**src/rtl/rom_hash_pkg.sv**
```systemverilog
package rom_hash_pkg;

  // Sparse state codes, every pair at Hamming distance 3 or more.
  typedef enum logic [5:0] {
    ST_TOP   = 6'b000111,
    ST_BREQ  = 6'b011001,
    ST_BSEND = 6'b101010,
    ST_WAIT  = 6'b110100,
    ST_DONE  = 6'b111111,
    ST_ALERT = 6'b000000
  } chk_state_e;

  localparam logic [3:0] MB4_TRUE  = 4'h6;
  localparam logic [3:0] MB4_FALSE = 4'h9;

endpackage

```
**src/rtl/rom_hash_seq.sv**
```systemverilog
module rom_hash_seq
  import rom_hash_pkg::*;
#(
  parameter int ROM_WORDS = 64,
  parameter int TOP_WORDS = 8,
  parameter int ROM_W     = 39,
  parameter int BEAT_W    = 64,
  localparam int AW       = $clog2(ROM_WORDS),
  localparam int TIW      = $clog2(TOP_WORDS)
) (
  input  logic              clk_i,
  input  logic              rst_ni,
  output logic              rom_req_o,
  output logic [AW-1:0]     rom_addr_o,
  input  logic [ROM_W-1:0]  rom_rdata_i,
  output logic              hs_valid_o,
  input  logic              hs_ready_i,
  output logic [BEAT_W-1:0] hs_data_o,
  output logic              hs_last_o,
  input  logic              eng_done_i,
  output logic              top_fire_o,
  output logic [TIW-1:0]    top_idx_o,
  output logic              take_o,
  output logic              alert_o
);

  localparam int BODY = ROM_WORDS - TOP_WORDS;
  localparam logic [AW-1:0]  TOP_BASE  = AW'(BODY);
  localparam logic [AW-1:0]  BODY_LAST = AW'(BODY - 1);
  localparam logic [TIW-1:0] TOP_LAST  = TIW'(TOP_WORDS - 1);

  chk_state_e state_q, state_d;
  logic [TIW-1:0]   top_cnt_q;
  logic [AW-1:0]    body_cnt_q;
  logic             fresh_q;
  logic [ROM_W-1:0] hold_q;
  logic             alert_q;
  logic             illegal;
  logic             spurious;
  logic             is_last;
  logic             xfer;
  logic [ROM_W-1:0] word;

  assign is_last  = (body_cnt_q == BODY_LAST);
  assign xfer     = hs_valid_o && hs_ready_i;
  assign spurious = eng_done_i && (state_q != ST_WAIT);
  assign word     = fresh_q ? rom_rdata_i : hold_q;

  always_comb begin
    state_d    = state_q;
    rom_req_o  = 1'b0;
    rom_addr_o = '0;
    hs_valid_o = 1'b0;
    illegal    = 1'b0;
    unique case (state_q)
      ST_TOP: begin
        rom_req_o  = 1'b1;
        rom_addr_o = TOP_BASE + AW'(top_cnt_q);
        if (top_cnt_q == TOP_LAST) state_d = ST_BREQ;
      end
      ST_BREQ: begin
        rom_req_o  = 1'b1;
        rom_addr_o = body_cnt_q;
        state_d    = ST_BSEND;
      end
      ST_BSEND: begin
        hs_valid_o = 1'b1;
        if (hs_ready_i) state_d = is_last ? ST_WAIT : ST_BREQ;
      end
      ST_WAIT: begin
        if (eng_done_i) state_d = ST_DONE;
      end
      ST_DONE:  state_d = ST_DONE;
      ST_ALERT: state_d = ST_ALERT;
      default: begin
        illegal = 1'b1;
        state_d = ST_ALERT;
      end
    endcase
    if (spurious) state_d = ST_ALERT;
  end

  assign hs_data_o  = {{(BEAT_W-ROM_W){1'b0}}, word};
  assign hs_last_o  = hs_valid_o && is_last;
  assign top_fire_o = (state_q == ST_TOP);
  assign top_idx_o  = top_cnt_q;
  assign take_o     = (state_q == ST_WAIT) && eng_done_i;
  assign alert_o    = alert_q;

  always_ff @(posedge clk_i or negedge rst_ni) begin
    if (!rst_ni) begin
      state_q    <= ST_TOP;
      top_cnt_q  <= '0;
      body_cnt_q <= '0;
      fresh_q    <= 1'b0;
      hold_q     <= '0;
      alert_q    <= 1'b0;
    end else begin
      state_q <= state_d;
      alert_q <= alert_q | spurious | illegal;
      if (state_q == ST_TOP) top_cnt_q <= top_cnt_q + 1'b1;
      if (xfer && !is_last) body_cnt_q <= body_cnt_q + 1'b1;
      fresh_q <= (state_q == ST_BREQ) && (state_d == ST_BSEND);
      if (fresh_q) hold_q <= rom_rdata_i;
    end
  end

endmodule

```
**config.mk**
```make
export PLATFORM = sky130hd
export DESIGN_NAME = rom_hash_seq
export DESIGN_NICKNAME = d
export VERILOG_FILES = /design/src/rtl/rom_hash_pkg.sv /design/src/rtl/rom_hash_seq.sv
export SDC_FILE = /design/constraint.sdc
export NUM_CORES = 1
export LEC_CHECK = 0
export ABC_AREA = 1
export BUFFER_PORTS_ARGS = -buffer_cell sky130_fd_sc_hd__buf_2
export CAP_MARGIN = 20
export CELL_PAD_IN_SITES_DETAIL_PLACEMENT = 0
export CELL_PAD_IN_SITES_GLOBAL_PLACEMENT = 2
export CORE_MARGIN = 3
export CORE_UTILIZATION = 30
export CTS_CLUSTER_SIZE = 10
export DETAILED_ROUTE_END_ITERATION = 8
export PLACE_DENSITY_LB_ADDON = 0.1
export SETUP_SLACK_MARGIN = 0.1
export SYNTH_ARGS = -nofsm -noshare
export SYNTH_HDL_FRONTEND = slang
export SYNTH_SLANG_ARGS = --single-unit
```
**constraint.sdc**
```tcl
create_clock -name clk_i -period 3.39 [get_ports clk_i]
set_clock_uncertainty 0.05 [all_clocks]
set_input_delay 1.017 -clock clk_i [delete_from_list [all_inputs] [get_ports clk_i]]
set_output_delay 1.017 -clock clk_i [all_outputs]
set_load 0.01 [all_outputs]
```
After elaboration in Yosys (flattened, before gate mapping)
Index checks and enable logic that the tools add are counted.
- flip-flop bits (word level): 56
- output and inout port bits: 79
- $add $sub $neg: 3
- eq/ne operators: 9
- multiplexer cells: 11
- bitwise logic cells: 2
- reductions and logical operators: 10
- operator list (cell ; number):
    $mux 39 ; 1
    $eq 6x6->1 const B ; 5
    $mux 6 ; 5
    $pmux 6 s5 ; 1
    $pmux 6 s2 ; 1
    $add 6x1->6 const B ; 1
    $eq 6x3->1 const B ; 1
    $eq 6x5->1 const B ; 1
    $logic_and 1x1->1 ; 6
    $logic_not 6->1 ; 1
    $ne 6x6->1 const B ; 1
    $reduce_or 6->1 ; 1
    $add 4x4->5 const A ; 1
    $add 3x1->3 const B ; 1
    $eq 3x3->1 const B ; 1
    $mux 1 ; 3
    $or 1x1->1 ; 2
    $reduce_or 2->1 ; 1
    $logic_not 1->1 ; 1

Logic depth before layout (Yosys ltp)
- depth after elaboration: 7
- gate-level depth with buffers: 9
- depth with buffers taken out: 9

Worst setup path after synthesis
Ideal clock, no wire load.
- kind: input to output
- start point: input rom_rdata_i[0]
- end point: output hs_data_o[0]
- data arrival time: 1.300 ns
- required time: 2.323 ns
- path slack: 1.023 ns
- stages: 1
- cells stage by stage: mux2_2
- word-level cells in the longest chain between the ends: 1
- RTL lines (item ; line ; RTL):
    from (decl) ; rom_hash_seq.sv:15 ; input logic [ROM_W-1:0] rom_rdata_i,
    $mux 39 ; - ;
    to (decl) ; rom_hash_seq.sv:18 ; output logic [BEAT_W-1:0] hs_data_o,
No other way between the ends.

Worst setup path after layout
- start point: register state_q[1]
- end point: output rom_addr_o[1]
- word-level cells in the longest chain between the ends: 2
- elaborated cells on any way between the ends: 3
- those cells by class: eq/ne (2); mux (1)
- RTL lines (item ; line ; RTL):
    from (decl) ; rom_hash_seq.sv:32 ; chk_state_e state_q, state_d;
    from (signal assigned) ; rom_hash_seq.sv:99 ; state_q <= state_d;
    $eq 6x5->1 or $eq 6x3->1 (tied branches) ; rom_hash_seq.sv:55 ; unique case (state_q)
    $pmux 6 s2 (*) ; rom_hash_seq.sv:55 ;
    to (decl) ; rom_hash_seq.sv:14 ; output logic [AW-1:0] rom_addr_o,
Mark *: on every way between the ends. The rest lies on a longest branch, timed or not.

==> metrics.sh <==
NUMBER_OF_NETS_WITH_ANTENNA_VIOLATIONS_AFTER_ROUTING=0
TIMING.FINAL.MAX_SLEW_VIOLATIONS=0
ANTENNA_FOUND_INITIAL=0
SYNTH_LARGEST_AREA_CELL='dfrtp_1'
INITIAL_CORE_UTIL_PCT=31.8
PLACEABLE_CORE_AREA_MM2=0.00846
GR-TOTAL-OVERFLOW=0
NUM_IO_PINS=122
NUMBER_OF_GLOBAL_ROUTE_VIAS_BEFORE_REPAIR=1926
SYNTH.DISTINCT_CELLS=25
GRT_MAX_DEGREE=40
TIMING.CRITICAL_PATH.SLOWEST_CELL_DELAY_NS=0.58
MAXCAP_VIOLATIONS=0
PERIOD_MINUS_SLACK_NS=2.78
CRITICAL_PATH_REQUIRED_NS=2.32
CRIT_SLOWEST_CELL='dfstp_2'
TNS_NS=0
ROW_COUNT=33
HOLD_VIOLATIONS=0
SYNTH_CELLS=251
CRIT_PATH_MAX_FANOUT=6
CRITICAL_PATH.N_BUFFERS_INVERTERS=3
DRT-TOTAL-WL_MM=6.08
POWER.LEAKAGE_nW=1.97
DIE_OUTLINE_WIDTH_UM=101
TRACK_USAGE_PCT=12.0
SYNTH.AVG_CELL_AREA_UM2=10.7
CTS.SINK_COUNT=56
CRITICAL_PATH_CLASS='register to output port'
SYN_AREA_MM2=0.00269
DIE_H_UM=101
P_PER_AREA_mW_PER_MM2=335
TIGHTESTPINTRANSITION_NS=0.685
PLACE.DETAILED.HPWL_MM=4.63
FP.DIEAREA_MM2=0.0101
CTS_TREE='yes'
CRIT_PATH_FREQUENT_CELL='nand2_1'
POST_SYNTHESIS_SEQUENTIAL_ELEMENT_COUNT=56
STATUS='finished clean'
SLEW_HEADROOM_PCT=54.3
CLOCK_TREE.ROOT_CELL='clkbuf_8'
SETUP-VIOLATIONS-FINAL=0
POSTCTSSETUPREPAIRBUFS=0
CLOCK_TREE.BUFFER_DEPTH=2
FINAL_LAYOUT_SIZE_SUFFIX_GT1_SHARE_PCT=46.3
VIAS=1944
WORSTSETUPSTARTPOINTTYPE='register'
HOLD_BUFFERS=0
DRT-WIRELENGTH-PER-CELL_UM=13.3
RSZ_0062_RAISED_AFTER_GLOBAL_ROUTING='no'
WORSTHOLDPATHTYPE='register to register'
NUM_CTS_BUFFERS=5
VIAS_PER_CELL=4.25
DETAIL_ROUTE.ITER0.VIOLATIONS=28
SYNTH_TOP_CELL_AREA_SHARE_PCT=49.3
PLACE.PORT_BUFFERS=96
DRTPASS1ITERATIONS=3
CLOCK_LATENCY_ON_THE_WORST_SKEW_PAIR_NS=0.31
CTS-HTREE-LEVELS=2
END_KIND='output port'
PEAKVDDDROP_uV=157
SEQ_AREA_FRAC_SYNTH_PCT=52.2
FLOW.AREA_GROWTH_FROM_SYNTHESIS_PCT=22.7
SYNTH_AREA_LEADERS='dfrtp_1 49%, mux2_2 16%, buf_4 7.3%'
CTS-RESIZED-GATES=0
CTS.CLK_SLEW.WORST_PATHS_NS=0.10
POWER.TOTAL_mW=1.11
LAYOUT_WORST_PATH_CYCLE_SHARE_PCT=82.1
GP_CONGESTION=0.702
NNETSFINAL=397
MAX_CLOCK_FREQ_MHz=359
WORST_EP_ARRIVAL_TIME_NS=1.72
SYNTH.YOSYS.WARNINGS=0
CRITPATHTOPFAMILY='flip-flops'
REMAINING_DRC_ERRORS=0
WORSTPATHCELLLIST='nand2_1, clkinv_1, nand3_2, inv_1, nand2_1, o21ai_0, buf_2'
N_ANTENNA_CELL=0
GLOBAL_ROUTE_WIRE_LENGTH_BEFORE_REPAIR_MM=9.67
==> state kept, by name, indices dropped and copies added, names as in the netlist <==
register,count
alert_o,1
body_cnt_q,6
fresh_q,1
hold_q,39
state_q,6
top_idx_o,3
==> report_power, final <==
part / internal [mW] / switching (mW)
registers: 0.668 / 0.000376
logic: 0.0205 / 0.0361
clock network: 0.148 / 0.235
total: 0.836 / 0.272
==> through the flow <==
step,util (%),hold slack [ns],cells,setup slack (ns),area [um2]
finish,39.0,0.452,457,0.607,3300
global route,39.0,0.469,457,0.432,3300
CTS,39.0,0.459,457,0.570,3300
detailed placement,38.0,0.431,449,0.790,3210
global placement,38.0,0.427,449,0.791,3210
floorplan,-,0.460,275,1.02,2780
==> logic make-up after synthesis <==
| logic type | share of synthesized area [%] |
|---|---|
| simple gates | 13.3 |
| buf+inv | 12.0 |
| flops | 52.2 |
| mux | 16.3 |
| compound gates | 2.65 |
| xor+xnor | 1.95 |
| fa+ha+maj | 1.39 |
| other cells | 0.139 |
==> layer usage <==
metal	global-route usage, %	part of all wire, %	vias to the layer above	wire length [um]
met2	18.6	44	74	2690
met5	0	0	-	0
met4	3.11	0.99	0	60
li1	-	-	952	-
met3	2.91	9.1	8	550
met1	16.9	46	910	2780
==> layout by cell type (no fill, tap or decap), drive strengths merged <==
cell / netlist / routed
o211ai: 2 / 2
clkinv: 1 / 2
nand3: 13 / 13
clkinvlp: 0 / 1
inv: 28 / 29
a21oi: 1 / 1
nand2: 38 / 38
nand4: 4 / 4
nor2: 19 / 19
ha: 3 / 3
conb: 1 / 25
dfstp: 3 / 3
dfrtp: 53 / 53
o21ai: 9 / 9
buf: 30 / 99
mux2: 39 / 39
o22ai: 1 / 1
xor2: 6 / 6
clkbuf: 0 / 5
==> path summary, 6_finish.rpt <==
path	from	end	slack [ns]	depth (start not counted)
max in group asynchronous	rst_ni	state_q[2]	1.93	2
setup reg to reg	state_q[1]	fresh_q	1.75	9
setup / recovery	state_q[1]	rom_addr_o[1]	0.61	7
hold reg to reg	hold_q[6]	hold_q[6]	0.45	1
min in group asynchronous	rst_ni	hold_q[16]	0.68	1
hold / removal	hold_q[6]	hold_q[6]	0.45	1
==> Yosys cell counts, drive strengths merged <==
cell type / n
dfstp: 3
inv: 28
ha: 3
nand2: 38
clkinv: 1
dfrtp: 53
nand3: 13
buf: 30
nand4: 4
conb: 1
o21ai: 9
mux2: 39
o211ai: 2
a21oi: 1
o22ai: 1
nor2: 19
xor2: 6
==> area by class of cell <==
| type | count | area, um2 |
|---|---|---|
| clock buffer | 5 | 68.8 |
| clock inverter | 3 | 21.3 |
| fill | 885 | 5160 |
| inverter | 29 | 109 |
| multi-input combinational | 160 | 1050 |
| sequential | 56 | 1410 |
| tap | 105 | 131 |
| timing repair buffer | 99 | 515 |
Power figures use the tool's default switching activity.
